===== config.mk =====
export PLATFORM = sky130hd
export DESIGN_NAME = strap_seq_top
export DESIGN_NICKNAME = d
export VERILOG_FILES = /design/src/rtl/strap_seq_pkg.sv /design/src/rtl/strap_phase_timer.sv /design/src/rtl/strap_capture.sv /design/src/rtl/port_ctrl.sv /design/src/rtl/strap_seq_top.sv
export SDC_FILE = /design/constraint.sdc
export NUM_CORES = 1
export LEC_CHECK = 0
export BUFFER_PORTS_ARGS = -buffer_cell sky130_fd_sc_hd__buf_2
export CAP_MARGIN = 20
export CORE_UTILIZATION = 53
export CTS_CLUSTER_SIZE = 8
export DETAILED_ROUTE_END_ITERATION = 8
export PLACE_DENSITY = 0.82
export RECOVER_POWER = 50
export SYNTH_ARGS = -nofsm -noshare
export SYNTH_HDL_FRONTEND = slang
export SYNTH_SLANG_ARGS = --single-unit

===== constraint.sdc =====
create_clock -name clk -period 4 [get_ports clk]
set_input_delay 0.2 -clock clk [delete_from_list [all_inputs] [get_ports clk]]
set_output_delay 0.2 -clock clk [all_outputs]
set_load 0.01 [all_outputs]

===== src/rtl/strap_seq_pkg.sv =====
package strap_seq_pkg;

   typedef enum logic [1:0] {
      REF_XTAL_12M = 2'd0,
      REF_OSC_27M  = 2'd1,
      REF_OSC_48M  = 2'd2
   } ref_clk_e;

   // Strap pair to reference clock; unlisted codes fall back to 12 MHz.
   function automatic ref_clk_e ref_decode(input logic [1:0] code);
      case (code)
         2'b01:   return REF_OSC_48M;
         2'b10:   return REF_OSC_27M;
         default: return REF_XTAL_12M;
      endcase
   endfunction

endpackage


===== src/rtl/strap_phase_timer.sv =====
module strap_phase_timer #(
   parameter int unsigned SAMPLE_CYC = 240,
   parameter int unsigned SWITCH_CYC = 600000
) (
   input  logic clk,
   input  logic rst_n,
   output logic sample_o,
   output logic drive_o
);
   localparam int unsigned CNT_W = $clog2(SWITCH_CYC + 1);
   localparam logic [CNT_W-1:0] SAMPLE_AT = CNT_W'(SAMPLE_CYC - 1);
   localparam logic [CNT_W-1:0] SWITCH_AT = CNT_W'(SWITCH_CYC);

   logic [CNT_W-1:0] cnt_q;

   // Counts edges since reset release and saturates at the switch point.
   always_ff @(posedge clk or negedge rst_n) begin
      if (!rst_n) begin
         cnt_q <= '0;
      end else if (cnt_q != SWITCH_AT) begin
         cnt_q <= cnt_q + 1'b1;
      end
   end

   assign sample_o = (cnt_q == SAMPLE_AT);
   assign drive_o  = (cnt_q == SWITCH_AT);
endmodule


===== src/rtl/strap_capture.sv =====
module strap_capture
   import strap_seq_pkg::*;
#(
   parameter int unsigned NPORT = 4,
   parameter int unsigned NP_W  = $clog2(NPORT + 1)
) (
   input  logic             clk,
   input  logic             rst_n,
   input  logic             sample_i,
   input  logic             gang_pad_i,
   input  logic [1:0]       clksel_pad_i,
   input  logic [NPORT-1:0] green_pad_i,
   input  logic [3:1]       amber_strap_i,
   output logic             valid_o,
   output logic             gang_o,
   output logic             pol_high_o,
   output logic [NP_W-1:0]  nports_o,
   output logic [NPORT-1:0] fixed_o,
   output ref_clk_e         refclk_o
);
   logic [NP_W-1:0] nports_dec;

   always_comb begin
      case ({amber_strap_i[2], amber_strap_i[3]})
         2'b10:   nports_dec = NP_W'(2);
         2'b01:   nports_dec = NP_W'(3);
         default: nports_dec = NP_W'(NPORT);
      endcase
   end

   always_ff @(posedge clk or negedge rst_n) begin
      if (!rst_n) begin
         valid_o    <= 1'b0;
         gang_o     <= 1'b0;
         pol_high_o <= 1'b0;
         nports_o   <= '0;
         fixed_o    <= '0;
         refclk_o   <= REF_XTAL_12M;
      end else if (sample_i) begin
         valid_o    <= 1'b1;
         gang_o     <= gang_pad_i;
         pol_high_o <= amber_strap_i[1];
         nports_o   <= nports_dec;
         fixed_o    <= green_pad_i;
         refclk_o   <= ref_decode(clksel_pad_i);
      end
   end
endmodule


===== src/rtl/port_ctrl.sv =====
module port_ctrl #(
   parameter int unsigned NPORT = 4
) (
   input  logic             valid_i,
   input  logic             gang_i,
   input  logic             pol_high_i,
   input  logic             suspend_i,
   input  logic [NPORT-1:0] pwr_req_i,
   input  logic [NPORT-1:0] ovcur_n_i,
   input  logic [NPORT-1:0] led_green_i,
   input  logic [NPORT-1:0] led_amber_i,
   output logic [NPORT-1:0] pwr_en_o,
   output logic [NPORT-1:0] ovcur_o,
   output logic [NPORT-1:0] green_pad_o,
   output logic [NPORT-1:0] amber_pad_o
);
   logic led_live;
   assign led_live = valid_i & ~suspend_i;

   for (genvar p = 0; p < NPORT; p++) begin : g_port
      logic on_w;
      if (p == 0) begin : g_lead
         assign on_w = valid_i & pwr_req_i[0];
      end else begin : g_follow
         assign on_w = valid_i & ~gang_i & pwr_req_i[p];
      end
      assign pwr_en_o[p]    = valid_i & (pol_high_i ? on_w : ~on_w);
      assign ovcur_o[p]     = gang_i ? ~ovcur_n_i[0] : ~ovcur_n_i[p];
      assign green_pad_o[p] = led_live & led_green_i[p];
      assign amber_pad_o[p] = led_live & led_amber_i[p];
   end
endmodule


===== src/rtl/strap_seq_top.sv =====
module strap_seq_top
   import strap_seq_pkg::*;
#(
   parameter int unsigned NPORT      = 4,
   parameter int unsigned SAMPLE_CYC = 240,
   parameter int unsigned SWITCH_CYC = 600000,
   localparam int unsigned NP_W      = $clog2(NPORT + 1)
) (
   input  logic             clk,
   input  logic             rst_n,
   input  logic             suspend_i,
   input  logic             gang_pad_i,
   output logic             gang_pad_oe_o,
   output logic             gang_pad_o,
   input  logic [1:0]       clksel_pad_i,
   input  logic [NPORT-1:0] green_pad_i,
   input  logic [NPORT-1:1] amber_pad_i,
   output logic             led_oe_o,
   output logic [NPORT-1:0] green_pad_o,
   output logic [NPORT-1:0] amber_pad_o,
   input  logic [NPORT-1:0] led_green_i,
   input  logic [NPORT-1:0] led_amber_i,
   input  logic [NPORT-1:0] pwr_req_i,
   output logic [NPORT-1:0] pwr_en_o,
   input  logic [NPORT-1:0] ovcur_n_i,
   output logic [NPORT-1:0] ovcur_o,
   output logic             cfg_valid_o,
   output logic             cfg_gang_o,
   output logic             cfg_pwr_high_o,
   output logic [NP_W-1:0]  cfg_nports_o,
   output logic [NPORT-1:0] cfg_fixed_o,
   output logic [1:0]       cfg_clk_o
);
   if (NPORT < 4) begin : g_bad_nport
      $error("strap_seq_top: NPORT must be at least 4");
   end
   if (SAMPLE_CYC < 1 || SWITCH_CYC <= SAMPLE_CYC) begin : g_bad_timing
      $error("strap_seq_top: need 1 <= SAMPLE_CYC < SWITCH_CYC");
   end

   logic     sample_w;
   logic     drive_w;
   ref_clk_e refclk_w;

   strap_phase_timer #(
      .SAMPLE_CYC (SAMPLE_CYC),
      .SWITCH_CYC (SWITCH_CYC)
   ) u_timer (
      .clk      (clk),
      .rst_n    (rst_n),
      .sample_o (sample_w),
      .drive_o  (drive_w)
   );

   strap_capture #(
      .NPORT (NPORT),
      .NP_W  (NP_W)
   ) u_capture (
      .clk           (clk),
      .rst_n         (rst_n),
      .sample_i      (sample_w),
      .gang_pad_i    (gang_pad_i),
      .clksel_pad_i  (clksel_pad_i),
      .green_pad_i   (green_pad_i),
      .amber_strap_i (amber_pad_i[3:1]),
      .valid_o       (cfg_valid_o),
      .gang_o        (cfg_gang_o),
      .pol_high_o    (cfg_pwr_high_o),
      .nports_o      (cfg_nports_o),
      .fixed_o       (cfg_fixed_o),
      .refclk_o      (refclk_w)
   );

   port_ctrl #(
      .NPORT (NPORT)
   ) u_ports (
      .valid_i     (cfg_valid_o),
      .gang_i      (cfg_gang_o),
      .pol_high_i  (cfg_pwr_high_o),
      .suspend_i   (suspend_i),
      .pwr_req_i   (pwr_req_i),
      .ovcur_n_i   (ovcur_n_i),
      .led_green_i (led_green_i),
      .led_amber_i (led_amber_i),
      .pwr_en_o    (pwr_en_o),
      .ovcur_o     (ovcur_o),
      .green_pad_o (green_pad_o),
      .amber_pad_o (amber_pad_o)
   );

   assign cfg_clk_o = refclk_w;
   assign led_oe_o  = cfg_valid_o;

   // Shared pin: suspend flag whose sense is set by the strap it gave.
   assign gang_pad_oe_o = drive_w;
   assign gang_pad_o    = drive_w & ~(cfg_gang_o ^ suspend_i);
endmodule


==> impl_metrics.py, run 1 <==
metrics = {
    "outcome": {
        "status": "finished with violations",
        "violations": "capacitance limit, slew limit",
    },
    "synthesis": {
        "yosysMostFrequentCell": "dfrtp_1",
        "synth_area_leaders": "dfrtp_1, xnor2_1, mux2_4",
        "postSynthNetCount": 178,
        "yosys_warnings": 0,
        "ys.flop_type": "dfrtp_1",
        "ys_async_sr_fraction_pct": 100,
        "syn_area_per_cell_um2": 11.5,
        "yosys.area.top_type": "dfrtp_1",
        "synth_top_area_share_pct": 47.9,
        "yosys-top-cells-count": "dfrtp_1, xnor2_1, and2_1, mux2_4",
        "syn_inst": 146,
        "synth_edf_count": 0,
        "ys_types": 30,
        "synth_seq_cells": 32,
        "ys_seq_area_share_pct": 47.9,
        "synthesis.area_um2": 1670,
    },
    "drt": {
        "viasPerCell": 5.14,
        "wire_per_inst_um": 13.3,
        "wirelength_um": 3370,
        "num_vias": 1300,
        "firstDrtPassIters": 4,
        "route.detailed.drc": 0,
        "drt_iter0_drc": 31,
        "ant_nets": 0,
    },
    "timing": {
        "finalHoldViolations": 0,
        "slew_violations": 33,
        "fin_worst_skew_ps": 11.0,
        "worstMarginPinSlew_ps": 1630,
        "setup_tns_ps": 0,
        "setup_slack_ps": 1770,
        "rsz0062_at_grt": "false",
        "setup_viol": 0,
        "max_freq_mhz": 448,
        "slew_headroom_pct": -8.99,
        "fin_crit_sh_pct": 55.8,
        "fin_crit_ps": 2230,
    },
    "setup_path": {
        "cp_data_required_time_ps": 3800,
        "path_class": "flop to output pin",
        "end_kind": "output pin",
        "reg2reg_from": "u_timer.cnt_q[4]",
        "reg2reg_depth": 5,
        "worstSetupStartpointType": "flop",
        "rrSetupSlack_ps": 2030,
        "cp_max_fo": 5,
        "cp.arrival_ps": 2030,
        "rr_endpoint": "u_capture.fixed_o[1]",
    },
    "die": {
        "die_w_um": 58.2,
        "rows": 20,
        "ios": 60,
        "die_h_um": 58.2,
        "die_area_um2": 3380,
        "core_area_um2": 3030,
        "initial_core_util_pct": 55.2,
    },
    "clock_tree": {
        "cts_root_buf": "clkbuf_4",
        "htree_levels": 2,
        "postCtsSetupBuffers": 0,
        "cts.sinks": 32,
        "cts_buffer_depth": 2,
        "post_cts_resized": 0,
        "numCtsBuffers": 5,
        "clk_pin_slew_ps": 90,
        "tritoncts": "built",
        "clk_latency_ps": 330,
    },
    "finish": {
        "nets": 241,
        "nFillCells": 253,
        "diodes": 0,
        "post-route-util_pct": 67.4,
        "layout-drive-gt1-share_pct": 32.5,
        "syn_to_final_growth_pct": 22.1,
    },
    "grt": {
        "grt_max_degree": 33,
        "grtUsageTotal_pct": 22.2,
        "grt.overflow.total": 0,
        "first_global_vias": 1234,
        "grt_pass1_wl_um": 5510,
        "antenna_found_initial": 0,
    },
    "power": {
        "p_leak_nw": 1.04,
        "ir_drop_uv": 238,
        "power_density_nw_per_um2": 252,
    },
    "hold_path": {
        "min_from": "green_pad_i[3]",
        "hp-class": "input port to flop",
        "hold_path_end": "u_capture.fixed_o[3]",
        "holdPathStages": 2,
    },
    "flow_run": {
        "drv_cap": 1,
    },
    "place": {
        "globalplace.congestion": 0.848,
        "pre_cts_ws_ps": 1570,
        "post-dp-hpwl_um": 2570,
        "portBuffers": 59,
    },
}
[per-layer routing]
metal,part of all wire [%],GRT usage (%),vias up
li1,-,-,622
met1,39,24.2,613
met2,52,40.2,59
met3,7.5,7.37,6
met4,1.5,7.48,0
met5,0,0,-
[where the power goes]
group | leakage (nW) | internal (mW) | switching [mW]
Combinational | 0.586 | 0.0156 | 0.0146
Clock | 0.0281 | 0.0645 | 0.0976
Sequential | 0.428 | 0.323 | 0
Total | 1.04 | 0.403 | 0.112
[cells by family after synthesis]
kind of cell / synth area share (%)
AOI/OAI and AO/OA: 0.299
xor gates and xnor gates: 12.0
muxes: 11.8
adders and majority gates: 2.24
DFF: 47.9
buffers and inverters: 3.22
and+or+nand+nor: 22.5
[stage by stage]
step	instances	hold slack, ps	power, mW	cell area [um2]
floorplan	146	-95.6	0.337	1670
global placement	244	262	0.359	1990
detailed placement	244	278	0.360	1990
CTS	252	85.7	0.524	2050
global route	253	86.9	0.536	2040
finish	253	99.6	0.516	2040
[placed cells by master, fill, tap and decap left out]
cell type,instances
nand3_1,6
nand2_1,7
nor3_2,1
ha_1,3
nor4b_1,1
nand4_2,1
clkbuf_4,5
mux2_4,9
buf_6,1
mux2i_1,4
clkinv_2,1
clkbuf_1,15
dlygate4sd3_1,1
nor2_1,5
xor2_1,5
and3_1,3
nor3_1,3
or2_2,1
nand4_1,7
mux2_2,2
nor2b_1,6
and4_1,1
nand2b_1,2
nor4_4,1
and2_1,13
inv_1,6
nor4_2,1
nor4_1,2
buf_2,45
xnor2_1,18
dfrtp_1,32
o21ai_0,1
[worst max-delay path by stage]
| stage | from | endpoint | slack, ps | depth (start not counted) |
|---|---|---|---|---|
| floorplan | u_timer.cnt_q[4] | u_capture.fixed_o[0] | 2240 | 5 |
| global placement | u_timer.cnt_q[4] | u_capture.fixed_o[2] | 1680 | 4 |
| detailed placement | u_timer.cnt_q[4] | u_capture.fixed_o[1] | 1570 | 4 |
| CTS | u_timer.cnt_q[4] | u_capture.fixed_o[1] | 1570 | 4 |
| global route | u_timer.cnt_q[4] | gang_pad_o | 1650 | 5 |
| finish | u_timer.cnt_q[4] | gang_pad_o | 1770 | 5 |
[flip-flops by register name, indices dropped and copies added (netlist names)]
name / flops
u_capture.fixed_o: 4
u_capture.valid_o: 1
u_capture.nports_o: 3
u_capture.gang_o: 1
u_timer.cnt_q: 20
u_capture.refclk_o: 2
u_capture.pol_high_o: 1
[worst max-delay path: stages (launching register included)]
cell     delay, ps
dfrtp_1        440
nor4_2         310
nand4_2        180
nor4_4         460
and2_1         180
buf_2          130
[area by class of cell]
cell class	count	area [um2]	share of cell area, %
Clock buffer	6	41.3	2.02
Clock inverter	1	5.00	0.245
Inverter	6	22.5	1.10
Multi-Input combinational cell	103	818	40.1
Sequential cell	32	801	39.2
Tap cell	44	55.1	2.70
Timing Repair Buffer	61	299	14.6
[timing repair]
item	CTS	global route
hold buffers	1	0
endpoints found under the hold margin	32	0
endpoints found under the setup margin	0	0
Power figures use the tool's default switching activity.
==> run 2: changes to the inputs <==
Settings changed: ABC_AREA set to 1, CORE_UTILIZATION 53 to 46, PLACE_DENSITY 0.82 to 0.73.
Clock period 4 ns to 2 ns, I/O delays scaled along.
==> impl_metrics.py, run 2 <==
metrics = {
    "finish": {
        "diodes": 0,
        "largest_register_ffs": 20,
        "syn_to_final_growth_pct": 20.5,
        "design_area_um2": 2400,
        "layout_common_cells": "nand2_1, nor2_1, buf_2",
        "nFillCells": 396,
        "top_register": "u_timer.cnt_q",
        "top_regs": "u_timer.cnt_q (20), u_capture.fixed_o (4), u_capture.nports_o (3)",
        "final_common_cell": "nand2_1",
        "layout-drive-gt1-share_pct": 22.7,
        "nets": 361,
        "post-route-util_pct": 58.7,
    },
    "drt": {
        "num_vias": 1832,
        "firstDrtPassIters": 4,
        "ant_nets": 0,
        "drt_iter0_drc": 36,
        "viasPerCell": 4.82,
        "wirelength_um": 4230,
        "route.detailed.drc": 0,
        "wire_per_inst_um": 11.1,
    },
    "die": {
        "initial_core_util_pct": 48.7,
        "core_area_um2": 4090,
        "rows": 23,
        "die_area_um2": 4590,
        "die_w_um": 67.8,
        "ios": 60,
        "die_h_um": 67.8,
    },
    "grt": {
        "grt_max_degree": 33,
        "grt_pass1_wl_um": 6890,
        "first_global_vias": 1595,
        "grtUsageTotal_pct": 20.5,
        "grt.overflow.total": 0,
        "antenna_found_initial": 0,
    },
    "place": {
        "portBuffers": 59,
        "placedInstanceArea_um2": 2290,
        "post-dp-hpwl_um": 3270,
        "globalplace.congestion": 0.954,
    },
    "timing": {
        "slew_violations": 0,
        "fin_crit_ps": 1750,
        "setup_viol": 0,
        "fin_crit_sh_pct": 87.3,
        "worstMarginPinSlew_ps": 777,
        "max_freq_mhz": 573,
        "finalHoldViolations": 0,
        "slew_headroom_pct": 48.2,
        "fin_worst_skew_ps": 5.72,
        "rsz0062_at_grt": "false",
        "fin_hold_ws_ps": 66.1,
        "setup_tns_ps": 0,
    },
    "setup_path": {
        "cp_slowest_cell": "dfrtp_1",
        "path_class": "flop to output pin",
        "cp.arrival_ps": 1650,
        "end_kind": "output pin",
        "crit_path_cell_trace": "inv_1 -> ha_1 -> nand2_1 -> nor3_1 -> nand3_1 -> nor3_1 -> buf_2",
        "cp_data_required_time_ps": 1900,
        "rrSetupSlack_ps": 430,
        "cp_max_fo": 6,
        "worstSetupStartpointType": "flop",
        "crit_top_cell": "nor3_1",
        "cpPeakStageDelay_ps": 440,
    },
    "clock_tree": {
        "numCtsBuffers": 5,
        "tritoncts": "built",
        "htree_levels": 2,
        "clk_pin_slew_ps": 70,
        "cts_buffer_depth": 2,
        "post_cts_resized": 0,
        "cts.sinks": 32,
        "cts_root_buf": "clkbuf_8",
        "clk_latency_ps": 290,
    },
    "flow_run": {
        "drv_cap": 0,
    },
    "synthesis": {
        "yosys-top-cells-count": "nand2_1, nor2_1, dfrtp_1, inv_1, nand4_1",
        "ys_seq_area_share_pct": 40.3,
        "syn_inst": 270,
        "yosys_warnings": 0,
        "yosysMostFrequentCell": "nand2_1",
        "synth_edf_count": 0,
        "ys_types": 24,
        "ys_async_sr_fraction_pct": 100,
        "yosys.area.top_type": "dfrtp_1",
        "synth_seq_cells": 32,
        "syn_area_per_cell_um2": 7.37,
        "ys.flop_type": "dfrtp_1",
        "synth_top_area_share_pct": 40.3,
        "synthesis.area_um2": 1990,
        "postSynthNetCount": 302,
        "synth_area_leaders": "dfrtp_1, nand2_1, nor2_1",
    },
    "outcome": {
        "status": "finished clean",
    },
    "power": {
        "p_leak_nw": 1.22,
        "power_density_nw_per_um2": 550,
        "ir_drop_uv": 361,
    },
    "hold_path": {
        "hp-class": "input port to flop",
    },
}
==> run 2: stage by stage <==
stage	std cells	total power, mW	setup slack (ps)
finish	380	1.32	255
global route	380	1.36	106
CTS	380	1.34	249
detailed placement	371	0.718	418
global placement	371	0.718	488
floorplan	270	0.673	576
==> run 2: cells by family after synthesis <==
group / count (synthesis) / share of synthesized area [%]
AOI/OAI and AO/OA: 11 / 2.77
xor gates and xnor gates: 15 / 6.60
adders and majority gates: 3 / 1.89
buffers and inverters: 40 / 8.74
DFF: 32 / 40.3
and+or+nand+nor: 169 / 39.7
==> run 2: final timing paths <==
path / startpoint / to / depth (start not counted)
worst max-delay path: u_timer.cnt_q[0] / gang_pad_o / 7
worst min-delay path: green_pad_i[1] / u_capture.fixed_o[1] / 3
worst max register to register: u_timer.cnt_q[0] / u_capture.fixed_o[1] / 6
worst min register to register: u_capture.fixed_o[2] / u_capture.fixed_o[2] / 2
max in group asynchronous: rst_n / u_timer.cnt_q[16] / 2
min in group asynchronous: rst_n / u_timer.cnt_q[11] / 2
==> run 2: routing by layer <==
layer | vias up | track usage [%] | share of wire, %
met5 | - | 0 | 0
met4 | 0 | 10.9 | 1.9
met3 | 8 | 4.22 | 6.1
met2 | 50 | 31.3 | 44
met1 | 814 | 27.1 | 48
li1 | 960 | - | -
==> run 2: cell type report <==
class	instances	area [um2]	area share (%)
Timing Repair Buffer	60	288	12.0
Clock inverter	3	42.5	1.77
Sequential cell	32	801	33.4
Tap cell	50	62.6	2.61
Inverter	32	120	5.01
Clock buffer	5	68.8	2.87
Multi-Input combinational cell	198	1010	42.3
==> run 2: what timing repair did <==
action,in CTS,in global routing
hold buffers,1,0
setup buffers,0,0
endpoints found under the hold margin,32,0
==> run 2: power breakdown <==
part           internal (mW)  leakage [nW]  switching [mW]  total (mW)
combinational         0.0274         0.792          0.0309      0.0583
clock                  0.368        0.0541           0.245       0.613
sequential             0.647         0.375               0       0.647
==> run 2: critical path, delay by kind of cell, from the launching register on <==
kind,cells,cell delay (ps)
simple gates,4,470
buf+inv,2,280
fa+ha+maj,1,180
flops,1,440
==> run 3: changes to the inputs <==
Settings changed: ABC_AREA 1 to not set, CORE_UTILIZATION 46 to 44.
==> impl_metrics.py, run 3 (synthesis gave the netlist of run 1 again) <==
metrics = {
    "outcome": {
        "status": "finished clean",
    },
    "setup_path": {
        "end_kind": "output pin",
        "cp_max_fo": 6,
        "cp_slowest_cell": "dfrtp_1",
        "path_class": "flop to output pin",
        "worstSetupStartpointType": "flop",
        "reg2reg_depth": 5,
        "cp_data_required_time_ps": 1900,
        "crit_path_cell_trace": "and3_1 -> nand4_1 -> nor4_4 -> and2_1 -> buf_2",
        "cpPeakStageDelay_ps": 460,
        "cp.arrival_ps": 1760,
    },
    "finish": {
        "diodes": 0,
        "design_area_um2": 2150,
        "largest_register_ffs": 20,
        "nets": 245,
        "final_common_cell": "buf_2",
        "layout_common_cells": "buf_2, dfrtp_1, xnor2_1",
        "layout-drive-gt1-share_pct": 35.0,
        "nFillCells": 322,
        "top_register": "u_timer.cnt_q",
        "syn_to_final_growth_pct": 28.6,
        "top_regs": "u_timer.cnt_q (20), u_capture.fixed_o (4), u_capture.nports_o (3)",
    },
    "grt": {
        "first_global_vias": 1301,
        "grt.overflow.total": 0,
        "grt_max_degree": 33,
        "grtUsageTotal_pct": 19.1,
        "antenna_found_initial": 0,
        "grt_pass1_wl_um": 5850,
    },
    "power": {
        "ir_drop_uv": 601,
        "pwr-share-seq_pct": 49.1,
        "swShare_pct": 20.6,
        "p_switching_mw": 0.271,
        "power_density_nw_per_um2": 612,
        "comb_power_share_pct": 4.6,
        "p_leak_nw": 1.09,
        "clkPwrFrac_pct": 46.3,
        "intPower_mw": 1.05,
        "power.total_mw": 1.32,
    },
    "clock_tree": {
        "clk_latency_ps": 290,
        "htree_levels": 2,
        "numCtsBuffers": 5,
        "cts.sinks": 32,
        "clk_pin_slew_ps": 70,
        "cts_buffer_depth": 2,
        "post_cts_resized": 0,
        "cts_root_buf": "clkbuf_8",
        "tritoncts": "built",
    },
    "die": {
        "core_area_um2": 3660,
        "rows": 22,
        "die_w_um": 63.7,
        "initial_core_util_pct": 45.7,
        "die_area_um2": 4050,
        "ios": 60,
        "die_h_um": 63.7,
    },
    "timing": {
        "max_freq_mhz": 538,
        "worstMarginPinSlew_ps": 750,
        "slew_headroom_pct": 50.0,
        "fin_crit_sh_pct": 92.9,
        "setup_viol": 0,
        "rsz0062_at_grt": "false",
        "fin_worst_skew_ps": 2.23,
        "fin_crit_ps": 1860,
        "slew_violations": 0,
        "finalHoldViolations": 0,
        "setup_tns_ps": 0,
    },
    "drt": {
        "drt_iter0_drc": 12,
        "wirelength_um": 3420,
        "wire_per_inst_um": 13.0,
        "route.detailed.drc": 0,
        "viasPerCell": 4.90,
        "firstDrtPassIters": 4,
        "num_vias": 1284,
        "ant_nets": 0,
    },
    "place": {
        "placedInstanceArea_um2": 2030,
        "post-dp-hpwl_um": 2490,
        "globalplace.congestion": 0.761,
        "portBuffers": 59,
    },
    "flow_run": {
        "drv_cap": 0,
    },
    "hold_path": {
        "hp-class": "input port to flop",
        "holdPathStages": 2,
    },
}
==> run 3: cell types whose count changed in the layout (fill, tap and decap cells not counted), sizes merged, moves of 9 or more <==
| cell | before | now |
|---|---|---|
| xnor2 | 4 | 18 |
| nand2 | 80 | 7 |
| and2 | 0 | 13 |
| nand4 | 17 | 8 |
| nor2 | 53 | 5 |
| inv | 32 | 6 |
| mux2 | 0 | 11 |
==> run 3: power groups by stage <==
stage | sequential (mW) | combinational, mW | clock, mW
final | 0.647 | 0.0606 | 0.610
after global placement | 0.659 | 0.0600 | 0
after detailed placement | 0.659 | 0.0609 | 0
after CTS | 0.647 | 0.0625 | 0.627
after floorplan | 0.659 | 0.0155 | 0
after global routing | 0.646 | 0.0691 | 0.661
==> run 3: area by class of cell <==
type,instances,area (um2),area share [%]
clock buffers,5,68.8,3.20
clock inverters,3,42.5,1.98
inverters,6,22.5,1.05
multi-input cells,103,818,38.0
flip-flops and latches,32,801,37.2
well taps,48,60.1,2.79
repair buffers,65,339,15.8
==> run 3: critical path, delay by kind of cell, from the launching register on <==
| family | cells | cell delay, ps |
|---|---|---|
| DFF | 1 | 460 |
| buffers and inverters | 1 | 130 |
| and+or+nand+nor | 4 | 880 |
==> run 3: layer usage <==
layer  vias to the layer above  track usage (%)  share of wire [%]
met3                         6             5.62                6.4
met1                       605             22.2                 43
met4                         0             7.67                1.2
met2                        51             32.4                 49
li1                        622                -                  -
met5                         -                0                  0
==> run 3: repair_timing <==
action,4_1_cts,5_1_grt
hold buffers,1,0
buffers inserted,2,0
setup endpoints to repair,1,0
endpoints found under the hold margin,32,0
==> run 3: worst paths after layout <==
path | startpoint | to | slack (ps)
setup / recovery | u_timer.cnt_q[8] | gang_pad_o | 140
hold reg to reg | u_timer.cnt_q[12] | u_timer.cnt_q[12] | 510
min in group asynchronous | rst_n | u_timer.cnt_q[6] | 410
max in group asynchronous | rst_n | u_timer.cnt_q[0] | 1110
setup reg to reg | u_timer.cnt_q[4] | u_capture.fixed_o[2] | 160
hold / removal | green_pad_i[3] | u_capture.fixed_o[3] | 40
==> run 3: per-stage QoR <==
step,utilization [%],cells,setup WS (ps),hold slack (ps)
2_1_floorplan,-,146,237,-196
3_3_place_gp,55.5,251,194,184
3_5_place_dp,55.5,251,156,187
4_1_cts,59.2,262,135,29.9
5_1_grt,58.8,262,52.0,31.8
6_report,58.8,262,143,37.7
